==> config.mk <==
export PLATFORM = sky130hd
export DESIGN_NAME = tick_timer
export DESIGN_NICKNAME = d
export VERILOG_FILES = /design/src/rtl/tick_timer_pkg.sv /design/src/rtl/tt_rst_sync.sv /design/src/rtl/tt_regs.sv /design/src/rtl/tt_counter.sv /design/src/rtl/tt_status.sv /design/src/rtl/tick_timer.sv
export SDC_FILE = /design/constraint.sdc
export NUM_CORES = 1
export LEC_CHECK = 0
export BUFFER_PORTS_ARGS = -buffer_cell sky130_fd_sc_hd__buf_2
export CORE_UTILIZATION = 45
export DETAILED_ROUTE_END_ITERATION = 10
export PLACE_DENSITY = 0.68
export SETUP_SLACK_MARGIN = 0.3
export SYNTH_ARGS = -nofsm -noshare
export SYNTH_HDL_FRONTEND = slang
export SYNTH_HIERARCHICAL = 1
export SYNTH_SLANG_ARGS = --single-unit
==> constraint.sdc <==
create_clock -name clk -period 3 [get_ports clk]
set_clock_uncertainty 0.15 [all_clocks]
set_input_delay 0.15 -clock clk [delete_from_list [all_inputs] [get_ports clk]]
set_output_delay 0.15 -clock clk [all_outputs]
set_load 0.02 [all_outputs]
==> src/rtl/tick_timer_pkg.sv <==
package tick_timer_pkg;
  localparam int unsigned DATA_W = 32;

  // register offsets decoded by the bus port
  localparam logic [7:0] OFS_REV  = 8'h08;
  localparam logic [7:0] OFS_CTRL = 8'h10;
  localparam logic [7:0] OFS_STAT = 8'h20;
  localparam logic [7:0] OFS_LOAD = 8'h30;

  // field positions
  localparam int unsigned CTRL_RUN_BIT  = 2;
  localparam int unsigned CTRL_MASK_BIT = 3;
  localparam int unsigned STAT_PEND_BIT = 1;

  typedef struct packed {
    logic run;
    logic mask;
  } ctrl_t;
endpackage

==> src/rtl/tt_rst_sync.sv <==
module tt_rst_sync #(
  parameter int unsigned STAGES = 2
) (
  input  logic clk,
  input  logic rst_n,
  output logic rst_sync_n
);
  logic [STAGES-1:0] sync_q;
  logic [STAGES-1:0] sync_d;

  generate
    if (STAGES > 1) begin : g_chain
      always_comb sync_d = {sync_q[STAGES-2:0], 1'b1};
    end else begin : g_single
      always_comb sync_d = 1'b1;
    end
  endgenerate

  always_ff @(posedge clk or negedge rst_n) begin
    if (!rst_n) sync_q <= '0;
    else        sync_q <= sync_d;
  end

  assign rst_sync_n = sync_q[STAGES-1];
endmodule

==> src/rtl/tt_regs.sv <==
module tt_regs
  import tick_timer_pkg::*;
#(
  parameter int unsigned ADDR_W   = 8,
  parameter int unsigned COUNT_W  = 32,
  parameter logic [31:0] REVISION = 32'h0001_0003
) (
  input  logic               clk,
  input  logic               rst_n,
  input  logic               bus_wr,
  input  logic [ADDR_W-1:0]  bus_addr,
  input  logic [DATA_W-1:0]  bus_wdata,
  output logic [DATA_W-1:0]  bus_rdata,
  input  logic               pend,
  output ctrl_t              ctrl,
  output logic [COUNT_W-1:0] reload,
  output logic               start,
  output logic               clr_req
);
  localparam logic [ADDR_W-1:0] A_REV  = ADDR_W'(OFS_REV);
  localparam logic [ADDR_W-1:0] A_CTRL = ADDR_W'(OFS_CTRL);
  localparam logic [ADDR_W-1:0] A_STAT = ADDR_W'(OFS_STAT);
  localparam logic [ADDR_W-1:0] A_LOAD = ADDR_W'(OFS_LOAD);

  logic               wr_ctrl, wr_stat, wr_load;
  ctrl_t              ctrl_q, ctrl_d;
  logic               ctrl_en;
  logic [COUNT_W-1:0] reload_q, reload_d;
  logic               reload_en;

  // write decode
  always_comb begin
    wr_ctrl = bus_wr && (bus_addr == A_CTRL);
    wr_stat = bus_wr && (bus_addr == A_STAT);
    wr_load = bus_wr && (bus_addr == A_LOAD);
  end

  // next state
  always_comb begin
    ctrl_en     = wr_ctrl;
    ctrl_d.run  = bus_wdata[CTRL_RUN_BIT];
    ctrl_d.mask = bus_wdata[CTRL_MASK_BIT];
    reload_en   = wr_load;
    reload_d    = bus_wdata[COUNT_W-1:0];
    start       = wr_ctrl && bus_wdata[CTRL_RUN_BIT] && !ctrl_q.run;
    clr_req     = wr_stat && !bus_wdata[STAT_PEND_BIT];
  end

  // registers
  always_ff @(posedge clk or negedge rst_n) begin
    if (!rst_n) begin
      ctrl_q.run  <= 1'b0;
      ctrl_q.mask <= 1'b1;
    end else if (ctrl_en) begin
      ctrl_q <= ctrl_d;
    end
  end

  always_ff @(posedge clk or negedge rst_n) begin
    if (!rst_n)         reload_q <= '0;
    else if (reload_en) reload_q <= reload_d;
  end

  // read mux
  always_comb begin
    bus_rdata = '0;
    unique case (bus_addr)
      A_REV:  bus_rdata = REVISION;
      A_CTRL: begin
        bus_rdata[CTRL_RUN_BIT]  = ctrl_q.run;
        bus_rdata[CTRL_MASK_BIT] = ctrl_q.mask;
      end
      A_STAT: bus_rdata[STAT_PEND_BIT] = pend;
      A_LOAD: bus_rdata = DATA_W'(reload_q);
      default: bus_rdata = '0;
    endcase
  end

  assign ctrl   = ctrl_q;
  assign reload = reload_q;

  AST_LOAD_WRITE: assert property (@(posedge clk) disable iff (!rst_n)
    wr_load |=> reload_q == $past(bus_wdata[COUNT_W-1:0]));
  AST_START_RUNS: assert property (@(posedge clk) disable iff (!rst_n)
    start |=> ctrl_q.run);
  AST_CTRL_HOLD: assert property (@(posedge clk) disable iff (!rst_n)
    !bus_wr |=> $stable(ctrl_q));
endmodule

==> src/rtl/tt_counter.sv <==
module tt_counter #(
  parameter int unsigned COUNT_W = 32
) (
  input  logic               clk,
  input  logic               rst_n,
  input  logic               run,
  input  logic               start,
  input  logic [COUNT_W-1:0] reload,
  output logic               expire
);
  logic [COUNT_W-1:0] cnt_q, cnt_d;
  logic               cnt_en;
  logic               at_end;

  always_comb begin
    at_end = (cnt_q <= COUNT_W'(1));
    cnt_en = start || run;
    expire = 1'b0;
    cnt_d  = cnt_q;
    if (start) begin
      cnt_d = reload;
    end else if (run) begin
      if (at_end) begin
        cnt_d  = reload;
        expire = 1'b1;
      end else begin
        cnt_d = cnt_q - COUNT_W'(1);
      end
    end
  end

  always_ff @(posedge clk or negedge rst_n) begin
    if (!rst_n)      cnt_q <= '0;
    else if (cnt_en) cnt_q <= cnt_d;
  end

  AST_RELOAD_ON_EXPIRE: assert property (@(posedge clk) disable iff (!rst_n)
    expire |=> cnt_q == $past(reload));
  AST_FROZEN_WHEN_STOPPED: assert property (@(posedge clk) disable iff (!rst_n)
    (!run && !start) |=> $stable(cnt_q));
  AST_NO_EXPIRE_STOPPED: assert property (@(posedge clk) disable iff (!rst_n)
    !run |-> !expire);
endmodule

==> src/rtl/tt_status.sv <==
module tt_status (
  input  logic clk,
  input  logic rst_n,
  input  logic expire,
  input  logic clr_req,
  input  logic mask,
  output logic pend,
  output logic irq
);
  logic pend_q, pend_d;

  always_comb begin
    pend_d = pend_q;
    if (expire)       pend_d = 1'b1;
    else if (clr_req) pend_d = 1'b0;
  end

  always_ff @(posedge clk or negedge rst_n) begin
    if (!rst_n) pend_q <= 1'b0;
    else        pend_q <= pend_d;
  end

  assign pend = pend_q;
  assign irq  = pend_q && !mask;

  AST_EVENT_WINS: assert property (@(posedge clk) disable iff (!rst_n)
    expire |=> pend_q);
  AST_CLEAR_TAKES: assert property (@(posedge clk) disable iff (!rst_n)
    (clr_req && !expire) |=> !pend_q);
  AST_PEND_SOURCE: assert property (@(posedge clk) disable iff (!rst_n)
    $rose(pend_q) |-> $past(expire));
  AST_PEND_STICKY: assert property (@(posedge clk) disable iff (!rst_n)
    (pend_q && !clr_req) |=> pend_q);
endmodule

==> src/rtl/tick_timer.sv <==
module tick_timer
  import tick_timer_pkg::*;
#(
  parameter int unsigned ADDR_W   = 8,
  parameter int unsigned COUNT_W  = 32,
  parameter logic [31:0] REVISION = 32'h0001_0003
) (
  input  logic              clk,
  input  logic              rst_n,
  input  logic              bus_wr,
  input  logic [ADDR_W-1:0] bus_addr,
  input  logic [31:0]       bus_wdata,
  output logic [31:0]       bus_rdata,
  output logic              irq
);
  logic               rst_int_n;
  ctrl_t              ctrl;
  logic [COUNT_W-1:0] reload;
  logic               start, clr_req, expire, pend;

  tt_rst_sync #(.STAGES(2)) u_rst (
    .clk(clk), .rst_n(rst_n), .rst_sync_n(rst_int_n)
  );

  tt_regs #(.ADDR_W(ADDR_W), .COUNT_W(COUNT_W), .REVISION(REVISION)) u_regs (
    .clk(clk), .rst_n(rst_int_n), .bus_wr(bus_wr), .bus_addr(bus_addr),
    .bus_wdata(bus_wdata), .bus_rdata(bus_rdata), .pend(pend),
    .ctrl(ctrl), .reload(reload), .start(start), .clr_req(clr_req)
  );

  tt_counter #(.COUNT_W(COUNT_W)) u_cnt (
    .clk(clk), .rst_n(rst_int_n), .run(ctrl.run), .start(start),
    .reload(reload), .expire(expire)
  );

  tt_status u_stat (
    .clk(clk), .rst_n(rst_int_n), .expire(expire), .clr_req(clr_req),
    .mask(ctrl.mask), .pend(pend), .irq(irq)
  );

  AST_IRQ_NEEDS_PEND: assert property (@(posedge clk) disable iff (!rst_int_n)
    irq |-> pend);
  AST_MASK_SILENCES: assert property (@(posedge clk) disable iff (!rst_int_n)
    ctrl.mask |-> !irq);
endmodule

==> results.py <==
metrics = {
    "worst_setup_path": {
        "worstPathCellList": "or4_1, nor3_4, and3_1, buf_4, nor2_1, a221o_1",
        "cp_max_fo": 11,
        "crit_path_max_incr_delay_ns": 0.67,
        "crit_arrival_ns": 2.69,
        "endpoint_kind": "flip-flop",
        "critical_path_class": "reg -> reg",
        "reg2reg_from": "u_cnt/cnt_q[4]$_DFFE_PN0P_",
        "start_kind": "flip-flop",
        "crit_slowest_cell": "or4_1",
        "crit_start": "u_cnt/cnt_q[4]$_DFFE_PN0P_",
        "r2r_cells": 6,
        "r2r_slack_ns": 0.39,
        "crit_required_ns": 3.09,
        "timing.rr.end": "u_cnt/cnt_q[13]$_DFFE_PN0P_",
    },
    "logic_synthesis": {
        "synth.area.top_cells": "dfrtp_1 42%, mux2_4 11%, and2_1 4.2%",
        "synth.distinct_cells": 61,
        "synth-edff-count": 0,
        "synth_top_area_share_pct": 42.42,
        "ys_ff_latch": 69,
        "yosys_warnings": 6,
        "syn_inst": 400,
        "synthFlopType": "dfrtp_1",
        "async_flop_share_pct": 100.0,
        "synthTopCellsByCount": "68 x dfrtp_1, 33 x nor2_1, 30 x mux2_4",
        "synth.avg_cell_area_sq_um": 10.03,
        "syn-num-nets": 445,
        "synth_area_sq_um": 4011,
        "netlist.top_cell.by_area": "dfrtp_1",
        "ys_seq_area_share_pct": 43.08,
        "yosysMostFrequentCell": "dfrtp_1",
    },
    "routing": {
        "wirelength_um": 10440,
        "ant_nets": 0,
        "wl_per_cell_um": 16.66,
        "drtIter0Drc": 186,
        "vias_per_cell": 5.652,
        "route.detailed.drc": 0,
        "vias": 3544,
        "drt_first_pass_iters": 5,
    },
    "global_route": {
        "gr-total-overflow": 0,
        "antenna_found_initial": 0,
        "grt_pass1_vias": 3452,
        "grt_util_all_layers_pct": 24.18,
        "grt_pass1_wl_um": 16760,
        "grt_start_max_net_pins": 36,
    },
    "worst_hold_path": {
        "hold_path_class": "in -> reg",
        "min_delay_worst_endpoint": "u_regs/ctrl[0]$_DFFE_PN1P_",
        "holdPathStages": 3,
        "min_from": "bus_wr",
    },
    "status": {
        "outcome": "completed",
    },
    "cells_and_area": {
        "layout-drive-gt1-share_pct": 30.64,
        "fin_area_sq_um": 5017,
        "antenna_cells": 0,
        "area_delta_synth_final_pct": 25.08,
        "fin_util_pct": 57.81,
        "final_nets": 560,
    },
    "power_and_ir_drop": {
        "p_per_area_nw_per_um2": 389.3,
        "p_total_uw": 1953,
        "p_leak_uw": 0.002377,
        "peakVddDrop_mv": 0.2031,
    },
    "placed_design": {
        "gp_congestion": 0.8839,
        "place_ws_ns": 0.3255,
        "place_area_sq_um": 4489,
        "dp_hpwl_um": 7064,
        "io_buffers": 75,
    },
    "clock_tree": {
        "h-tree-depth": 3,
        "clockBufferDepth": 2,
        "tritoncts": "done",
        "clkSlewWorstSetupHoldPaths_ns": 0.07,
        "cts_buffers": 9,
        "cts_root_buf": "clkbuf_8",
        "clock_sinks": 69,
        "insertion_delay_ns": 0.35,
    },
    "floorplan": {
        "core-area_sq_um": 8678,
        "start_util_pct": 46.22,
        "chipWidth_um": 96.42,
        "num_rows": 34,
        "ios": 76,
        "die_area_sq_um": 9296,
        "die_h_um": 96.42,
    },
    "timing": {
        "tns_ns": 0,
        "rsz0062_at_grt": "yes",
        "fin_ws_ns": 0.3943,
        "finalHoldViolCount": 0,
        "worst_pin_slew_ns": 0.7649,
        "setup_viol": 0,
        "drv_slew": 0,
        "slew_headroom_pct": 49.01,
        "max_freq_mhz": 383.8,
        "period_minus_slack_ns": 2.606,
        "post-route-period-util_pct": 86.86,
    },
    "flow_run": {
        "drv_cap": 0,
    },
}
[cell families (layout without fill, tap and decap cells)]
kind of cell,after synthesis,count (layout),synth area share (%)
AND/OR/NAND/NOR,182,182,25.17
AO/OA/AOI/OAI,80,80,13.13
flip-flops,69,69,43.08
multiplexers,37,37,13.13
buffers and inverters,29,148,4.772
adder cells (fa/ha/maj),2,2,0.6237
other,1,1,0.09348
[repair_timing]
item / CTS / global route
buffers inserted: 0 / 2
hold endpoints to repair: 37 / 0
gates resized for setup: 0 / 1
endpoints found under the setup margin: 0 / 5
hold buffers: 34 / 0
[per-stage QoR]
| step | instances | hold slack, ns |
|---|---|---|
| 6_report | 627 | 0.07762 |
| 2_1_floorplan | 400 | -0.2956 |
| 3_5_place_dp | 576 | -0.2106 |
| 5_1_grt | 627 | 0.08669 |
| 4_1_cts | 625 | 0.06418 |
| 3_3_place_gp | 576 | -0.2110 |
[state kept, by name (all words and copies together) (netlist names)]
signal,count
u_cnt/cnt_q,32
u_regs/ctrl,2
u_regs/reload,32
u_rst/sync_q,2
u_stat/pend,1
[where the power goes]
part	leakage, uW	internal, uW	switching, uW	total (uW)
Sequential	0.000907	977	61.3	1040
Clock	0.0000893	338	333	671
Combinational	0.00138	128	116	244
[worst max path at each step]
stage / slack (ns) / to / cells past startpoint
global route: 0.27 / u_cnt/cnt_q[28]$_DFFE_PN0P_ / 8
floorplan: 0.57 / u_cnt/cnt_q[10]$_DFFE_PN0P_ / 9
global placement: 0.46 / u_cnt/cnt_q[26]$_DFFE_PN0P_ / 6
CTS: 0.37 / u_cnt/cnt_q[17]$_DFFE_PN0P_ / 8
finish: 0.39 / u_cnt/cnt_q[13]$_DFFE_PN0P_ / 6
detailed placement: 0.33 / u_cnt/cnt_q[17]$_DFFE_PN0P_ / 11
[cell usage in the layout, fill, tap and decap left out, types with 3 or more instances in the layout]
master	instances
a21oi_1	20
a22oi_1	3
a31oi_1	4
a32oi_1	3
and2_1	27
buf_2	75
buf_4	16
clkbuf_8	11
dfrtp_1	67
dlygate4sd3_1	34
inv_1	6
mux2_2	5
mux2_4	30
nand2_1	23
nand3_1	21
nand3b_1	3
nand4_1	4
nor2_1	33
nor2b_1	3
nor3_1	21
nor4_1	10
o211ai_1	4
o21ai_0	20
o22a_1	3
o31ai_1	5
or2_2	4
or3_1	10
or4_1	6
[cell type report]
| class | instances | area [sq um] |
|---|---|---|
| clock buffers | 13 | 158.9 |
| clock inverters | 2 | 10.01 |
| fillers | 793 | 3661 |
| inverters | 7 | 26.28 |
| multi-input cells | 302 | 2102 |
| flip-flops and latches | 69 | 1729 |
| well taps | 108 | 135.1 |
| repair buffers | 126 | 855.8 |
[layer usage]
layer	global-route usage, %	routed length, um
met5	0	0
met4	9.926	197
met3	5.399	648
met1	30.72	4550
met2	39.95	5046
[critical path, delay by kind of cell (launching register included)]
| family | cells | cell delay, ns |
|---|---|---|
| simple gates | 4 | 1.34 |
| flops | 1 | 0.45 |
| compound gates | 1 | 0.33 |
| buf+inv | 1 | 0.22 |
(Power assumes the default switching activity.)
